<file path="config.mk">
export PLATFORM = sky130hd
export DESIGN_NAME = qrt_rename_table
export DESIGN_NICKNAME = d
export VERILOG_FILES = /design/src/rtl/qrt_pkg.sv /design/src/rtl/qrt_ptr_unit.sv /design/src/rtl/qrt_tag_store.sv /design/src/rtl/qrt_rename_table.sv
export SDC_FILE = /design/constraint.sdc
export NUM_CORES = 2
export LEC_CHECK = 0
export ABC_AREA = 1
export BUFFER_PORTS_ARGS = -buffer_cell sky130_fd_sc_hd__buf_4
export CAP_MARGIN = 5
export CELL_PAD_IN_SITES_DETAIL_PLACEMENT = 0
export CELL_PAD_IN_SITES_GLOBAL_PLACEMENT = 1
export CORE_MARGIN = 2
export CORE_UTILIZATION = 48
export CTS_CLUSTER_SIZE = 12
export DETAILED_ROUTE_END_ITERATION = 6
export MAX_ROUTING_LAYER = met4
export PLACE_DENSITY_LB_ADDON = 0.25
export SLEW_MARGIN = 20
export SYNTH_ARGS = -nofsm -noshare
export SYNTH_HDL_FRONTEND = slang
export SYNTH_SLANG_ARGS = --single-unit
</file>
<file path="constraint.sdc">
create_clock -name clk -period 4.8 [get_ports clk]
set_input_delay 0.48 -clock clk [delete_from_list [all_inputs] [get_ports clk]]
set_output_delay 0.48 -clock clk [all_outputs]
set_load 0.02 [all_outputs]
</file>
<file path="src/rtl/qrt_pkg.sv">
package qrt_pkg;
  // selects how a pointer unit's tail moves in a cycle
  typedef enum logic [1:0] {
    TAIL_HOLD = 2'd0,
    TAIL_PUSH = 2'd1,
    TAIL_BACK = 2'd2,
    TAIL_LOAD = 2'd3
  } tail_move_e;
endpackage

</file>
<file path="src/rtl/qrt_ptr_unit.sv">
module qrt_ptr_unit
  import qrt_pkg::*;
#(
  parameter int DEPTH = 16,
  localparam int PW = $clog2(DEPTH)
) (
  input  logic          clk,
  input  logic          rst_n,
  input  logic          push,
  input  logic          commit,
  input  logic          walk,
  input  logic          load,
  input  logic [PW-1:0] load_ptr,
  output logic [PW-1:0] head,
  output logic [PW-1:0] tail,
  output logic          full
);
  logic [PW-1:0] count;
  logic          commit_ok;
  logic          walk_ok;
  tail_move_e    move;

  assign count     = tail - head;
  assign full      = (count == PW'(DEPTH - 1));
  assign commit_ok = commit && (count != '0);
  assign walk_ok   = walk && !load && (count != '0) &&
                     !(commit && (count == PW'(1)));

  always_comb begin
    if (load)         move = TAIL_LOAD;
    else if (walk_ok) move = TAIL_BACK;
    else if (push)    move = TAIL_PUSH;
    else              move = TAIL_HOLD;
  end

  always_ff @(posedge clk) begin
    if (!rst_n) begin
      head <= '0;
      tail <= '0;
    end else begin
      if (commit_ok) head <= head + PW'(1);
      unique case (move)
        TAIL_LOAD: tail <= load_ptr;
        TAIL_BACK: tail <= tail - PW'(1);
        TAIL_PUSH: tail <= tail + PW'(1);
        default:   tail <= tail;
      endcase
    end
  end

  // a push never lands on a full queue
  p_no_overflow_r4: assert property (@(posedge clk) disable iff (!rst_n)
    push |-> !full);
  // an accepted push with no recovery moves the tail forward by one
  p_tail_step_r2: assert property (@(posedge clk) disable iff (!rst_n)
    (push && !load && !walk) |=> tail == $past(tail) + PW'(1));
  // head moves only on a commit
  p_head_hold_r5: assert property (@(posedge clk) disable iff (!rst_n)
    !commit |=> $stable(head));
  // a walk on an empty queue leaves the tail alone
  p_walk_empty_r6: assert property (@(posedge clk) disable iff (!rst_n)
    (walk && !load && !push && tail == head) |=> $stable(tail));
  // a load sets the tail to the loaded value
  p_load_r7: assert property (@(posedge clk) disable iff (!rst_n)
    load |=> tail == $past(load_ptr));
endmodule

</file>
<file path="src/rtl/qrt_tag_store.sv">
module qrt_tag_store #(
  parameter int NUM_ARCH = 8,
  parameter int DEPTH    = 16,
  parameter int TW       = 6,
  localparam int PW = $clog2(DEPTH),
  localparam int AW = $clog2(NUM_ARCH)
) (
  input  logic                   clk,
  input  logic                   rst_n,
  input  logic                   we,
  input  logic [AW-1:0]          w_arch,
  input  logic [PW-1:0]          w_slot,
  input  logic [TW-1:0]          w_tag,
  input  logic [NUM_ARCH*PW-1:0] heads,
  input  logic [NUM_ARCH*PW-1:0] tails,
  output logic [NUM_ARCH*TW-1:0] head_tags,
  output logic [NUM_ARCH*TW-1:0] tail_tags
);
  logic [TW-1:0] mem [NUM_ARCH][DEPTH];

  always_ff @(posedge clk) begin
    if (!rst_n) begin
      for (int a = 0; a < NUM_ARCH; a++)
        for (int s = 0; s < DEPTH; s++)
          mem[a][s] <= (s == 0) ? TW'(a) : '0;
    end else if (we) begin
      mem[w_arch][w_slot] <= w_tag;
    end
  end

  for (genvar a = 0; a < NUM_ARCH; a++) begin : g_rd
    assign head_tags[a*TW +: TW] = mem[a][heads[a*PW +: PW]];
    assign tail_tags[a*TW +: TW] = mem[a][tails[a*PW +: PW]];
  end
endmodule

</file>
<file path="src/rtl/qrt_rename_table.sv">
module qrt_rename_table #(
  parameter int NUM_ARCH = 8,
  parameter int DEPTH    = 16,
  parameter int NUM_PHYS = 64,
  localparam int AW = $clog2(NUM_ARCH),
  localparam int PW = $clog2(DEPTH),
  localparam int TW = $clog2(NUM_PHYS)
) (
  input  logic                   clk,
  input  logic                   rst_n,
  input  logic                   ren_valid,
  output logic                   ren_ready,
  input  logic [AW-1:0]          ren_arch,
  input  logic [TW-1:0]          ren_tag,
  input  logic [AW-1:0]          rd0_arch,
  output logic [TW-1:0]          rd0_tag,
  input  logic [AW-1:0]          rd1_arch,
  output logic [TW-1:0]          rd1_tag,
  input  logic                   cmt_valid,
  input  logic [AW-1:0]          cmt_arch,
  input  logic                   walk_valid,
  input  logic [AW-1:0]          walk_arch,
  input  logic                   load_valid,
  input  logic [NUM_ARCH*PW-1:0] load_tails,
  output logic [NUM_ARCH*PW-1:0] tails_out,
  output logic [NUM_ARCH*TW-1:0] commit_map
);
  logic [NUM_ARCH*PW-1:0] heads;
  logic [NUM_ARCH*TW-1:0] newest;
  logic [NUM_ARCH-1:0]    full_v;
  logic                   ren_fire;
  logic [PW-1:0]          cur_tail;

  assign ren_ready = !walk_valid && !load_valid && !full_v[ren_arch];
  assign ren_fire  = ren_valid && ren_ready;
  assign cur_tail  = tails_out[ren_arch*PW +: PW];

  for (genvar a = 0; a < NUM_ARCH; a++) begin : g_q
    qrt_ptr_unit #(.DEPTH(DEPTH)) u_ptr (
      .clk      (clk),
      .rst_n    (rst_n),
      .push     (ren_fire && (ren_arch == AW'(a))),
      .commit   (cmt_valid && (cmt_arch == AW'(a))),
      .walk     (walk_valid && (walk_arch == AW'(a))),
      .load     (load_valid),
      .load_ptr (load_tails[a*PW +: PW]),
      .head     (heads[a*PW +: PW]),
      .tail     (tails_out[a*PW +: PW]),
      .full     (full_v[a])
    );
  end

  qrt_tag_store #(.NUM_ARCH(NUM_ARCH), .DEPTH(DEPTH), .TW(TW)) u_store (
    .clk       (clk),
    .rst_n     (rst_n),
    .we        (ren_fire),
    .w_arch    (ren_arch),
    .w_slot    (cur_tail + PW'(1)),
    .w_tag     (ren_tag),
    .heads     (heads),
    .tails     (tails_out),
    .head_tags (commit_map),
    .tail_tags (newest)
  );

  assign rd0_tag = newest[rd0_arch*TW +: TW];
  assign rd1_tag = newest[rd1_arch*TW +: TW];

  // recovery activity blocks the rename port
  p_ready_block_r8: assert property (@(posedge clk) disable iff (!rst_n)
    (walk_valid || load_valid) |-> !ren_ready);
  // a plain rename is visible at the lookup of the same register next cycle
  p_rename_visible_r2: assert property (@(posedge clk) disable iff (!rst_n)
    (ren_fire && !cmt_valid && rd0_arch == ren_arch) |=>
      (rd0_arch != $past(ren_arch)) || (rd0_tag == $past(ren_tag)));
endmodule

</file>
==> results.md <==
* Proportion of layout cells with a drive suffix above 1 at 8.778%
* Top FF cell, synth: edfxtp_1
* Ys async rst share at 0%
* Final core occ at 53.76%
* Cell taking the most area after synthesis: edfxtp_1
* DR WL met3 at 18390 um
* Post-synth EDFFs at 768
* Core Area at 0.1003 mm2
* Netlist cell types at 46
* Sw Ratio at 30.84%
* Clock buffer depth at 3
* GR Util All Layers at 34.38%
* Row cnt at 116
* Gpl congestion at 0.9389
* Area Overhead vs Synth at 10.95%
* Outcome: finished, final reports clean
* Worst-path fanout max at 17
* MaxCap Viol Count at 0
* Synthesized instance count at 5815
* Final hold vios at 0
* Num ports at 152
* Worst slack, placed at 0.6204 ns
* Wl on met1 at 72190 um
* Worst Path Arrival at 4.88 ns
* Cell area after synthesis at 0.04859 mm2
* CTS tree: yes
* Hold WS at 0.1444 ns
* CTS Buf Count at 94
* Vias/cell at 6.126
* Highest Signal Layer: met4
* Sw Pwr at 5996 uW
* Global-route wire length before repair at 259300 um
* Worst slew pin tran at 1.155 ns
* Per-cell routed wire length at 24.61 um
* Hold Crit Class: in2reg
* Input/output buffers at 151
* H-tree levels at 3
* DRT Pass-1 Iters at 6
* Clock Power Share at 37.8%
* Die ar. at 0.1038 mm2
* Top cells by area, synth: edfxtp_1 47%, nor2_1 8.7%, o21ai_0 6.8%, nand2_1 6.4%, o211ai_1 4.7%
* Post-synth net total at 5954
* CTS Hold Bufs at 0
* Yosys top cell area share at 47.46%
* Register share of total power at 42.8%
* Clock sink total at 832
* Final setup vio count at 0
* CP Class: reg2reg
* CTS clk-pin slew, worst paths at 0.06 ns
* Final Skew at 0.02135 ns
* Fill cells at 9248
* GRT Residual Overflow at 0
* Die Ht at 322.2 um
* Total number of vias at 44070
* Setup_tns at 0 ns
* Max Slew Vio Count at 0
* Internal at 13440 uW
* Syn. warnings at 0
* Data required time of the critical path at 5.38 ns
* Fin worst setup slack at 0.5002 ns
* Largest net degree at the start of global routing at 85
* DR iter-0 viols at 6498
* Fmax at 232.6 MHz
* Combinational power share at 19.4%
* Post-route clock period utilization at 89.58%
* Die Wd at 322.2 um
* Tmin final at 4.300 ns
* Drt drc at 0
* Vias in the first global route at 40250
* Syn_area_per_cell at 8.356 um2
* Initial antenna violation count at 8
* Static Leak at 0.02119 uW
* Final nets at 5896
* Post-Route WL at 177000 um
* CP Cell Sequence: inv_1, ha_1, a21oi_1, nand3_1, nand3_1, nand2_1, o21ai_1, nand3_1, nor2_4, nand2_1, nand2_1, ha_1, inv_1, ha_1, nand3_1, nand2_1, xor2_1, nand2_1, a221oi_1
* Final ANT Viol Nets at 0
* Setup Fix Bufs, Post-CTS at 0
* Peak VDD IR at 0.2902 mV
* Latest clock arrival within the worst-skew pair at 0.69 ns
* Critical Path Start Type: flip-flop
* FF+latch count, synth at 832
* CTS resizes at 0
* Post-DP HPWL at 118300 um
* Initial core utilization at 48.45%
* Register area share after synthesis at 50.10%
* Worst slew margin at 22.77%
* Slowest cell on the critical path: nor2_4
* Power Density at 360.6 mW/mm2
* Cell mode on critical path: nand2_1
* RSZ-0062 raised after global routing: no
* Root Driver: clkbuf_16
* CP peak stage delay at 0.55 ns
* DR WL met2 at 79180 um
* CP Capture Type: flip-flop
## synthesized netlist by cell type, types with 15 or more instances
cell and instances:
a21oi_1 449, buf_2 29, clkbuf_1 376, clkinv_1 16, dfxtp_1 64, edfxtp_1 768
fa_1 16, ha_1 64, inv_1 454, inv_2 15, nand2_1 829, nand3_1 289
nand4_1 122, nand4_4 28, nor2_1 1125, o2111ai_1 36, o211ai_1 303, o21ai_0 661
o41ai_1 24
## power groups by stage
stage / Sequential (uW) / Combinational [uW] / Clock (uW)
2_1_floorplan: 8460 / 2200 / 0
3_3_place_gp: 8460 / 3650 / 0
3_5_place_dp: 8460 / 3670 / 0
4_1_cts: 8310 / 3680 / 7390
5_1_grt: 8340 / 4020 / 7670
6_report: 8320 / 3770 / 7350
## per-layer routing
| layer | vias up | global-route usage (%) |
|---|---|---|
| met3 | 366 | 5.996 |
| met4 | 0 | 12.81 |
| met1 | 21150 | 46.90 |
| met2 | 2391 | 51.43 |
| li1 | 20170 | - |
| met5 | - | - |
## cells in the final DEF, fill, tap and decap left out, drive strengths merged, types with 8 or more instances in the layout
| master | count |
|---|---|
| bufinv | 10 |
| xor2 | 8 |
| clkinv | 55 |
| dfxtp | 64 |
| edfxtp | 768 |
| o21ai | 662 |
| o41ai | 24 |
| a311oi | 13 |
| xnor2 | 14 |
| nand3 | 289 |
| o2111ai | 37 |
| a21oi | 449 |
| nor3 | 9 |
| nand4 | 159 |
| fa | 16 |
| o211ai | 303 |
| o221ai | 11 |
| clkbuf | 116 |
| ha | 64 |
| buf | 274 |
| o22ai | 9 |
| a2111o | 8 |
| nand2 | 833 |
| inv | 471 |
| a221oi | 14 |
| nor2 | 1129 |
## cell type report
type / count / area [um2] / area share, %
clock inverters: 56 / 535.5 / 0.9933
repair buffers: 274 / 2190 / 4.061
multi-input cells: 4070 / 20720 / 38.43
flip-flops and latches: 832 / 24370 / 45.20
clock buffers: 116 / 2539 / 4.709
diodes: 4 / 10.01 / 0.01857
well taps: 1357 / 1698 / 3.149
inverters: 485 / 1854 / 3.439
## logic make-up after synthesis
| kind of cell | after synthesis | share of synthesized area [%] |
|---|---|---|
| buffers and inverters | 913 | 7.313 |
| AO/OA/AOI/OAI | 1546 | 18.47 |
| flip-flops | 832 | 50.10 |
| XOR/XNOR | 22 | 0.3965 |
| adder cells (fa/ha/maj) | 80 | 2.307 |
| AND/OR/NAND/NOR | 2422 | 21.42 |
## worst paths after layout
path	start	end	slack (ns)	cells past startpoint
worst min register to register	g_q[1].u_ptr.head[2]$_SDFFE_PN0P_	g_q[1].u_ptr.head[2]$_SDFFE_PN0P_	0.59	3
worst max register to register	g_q[1].u_ptr.head[2]$_SDFFE_PN0P_	g_q[7].u_ptr.tail[3]$_SDFFE_PN0P_	0.50	19
worst min-delay path	load_tails[29]	g_q[7].u_ptr.tail[1]$_SDFFE_PN0P_	0.14	5
worst max-delay path	g_q[1].u_ptr.head[2]$_SDFFE_PN0P_	g_q[7].u_ptr.tail[3]$_SDFFE_PN0P_	0.50	19
## critical path: cells and delay by family, from the launching register on
| kind | cells | cell delay, ns |
|---|---|---|
| DFF | 1 | 0.33 |
| and+or+nand+nor | 10 | 1.62 |
| adders and majority gates | 3 | 0.93 |
| AOI/OAI and AO/OA | 3 | 0.66 |
| xor gates and xnor gates | 1 | 0.14 |
| buffers and inverters | 2 | 0.51 |
## sequential cells by signal, summed over array words and instances (netlist names)
name,count
u_store.mem,768
g_q.u_ptr.head,32
g_q.u_ptr.tail,32
## metrics by stage
step | cell area, um2 | total power, uW | instances
4_1_cts | 53900 | 19380 | 7190
3_5_place_dp | 50830 | 12130 | 7018
5_1_grt | 53910 | 20030 | 7193
6_report | 53910 | 19440 | 7194
3_3_place_gp | 50830 | 12110 | 7018
2_1_floorplan | 48590 | 10660 | 5815
Note: power is estimated with default switching activity, not from simulation.
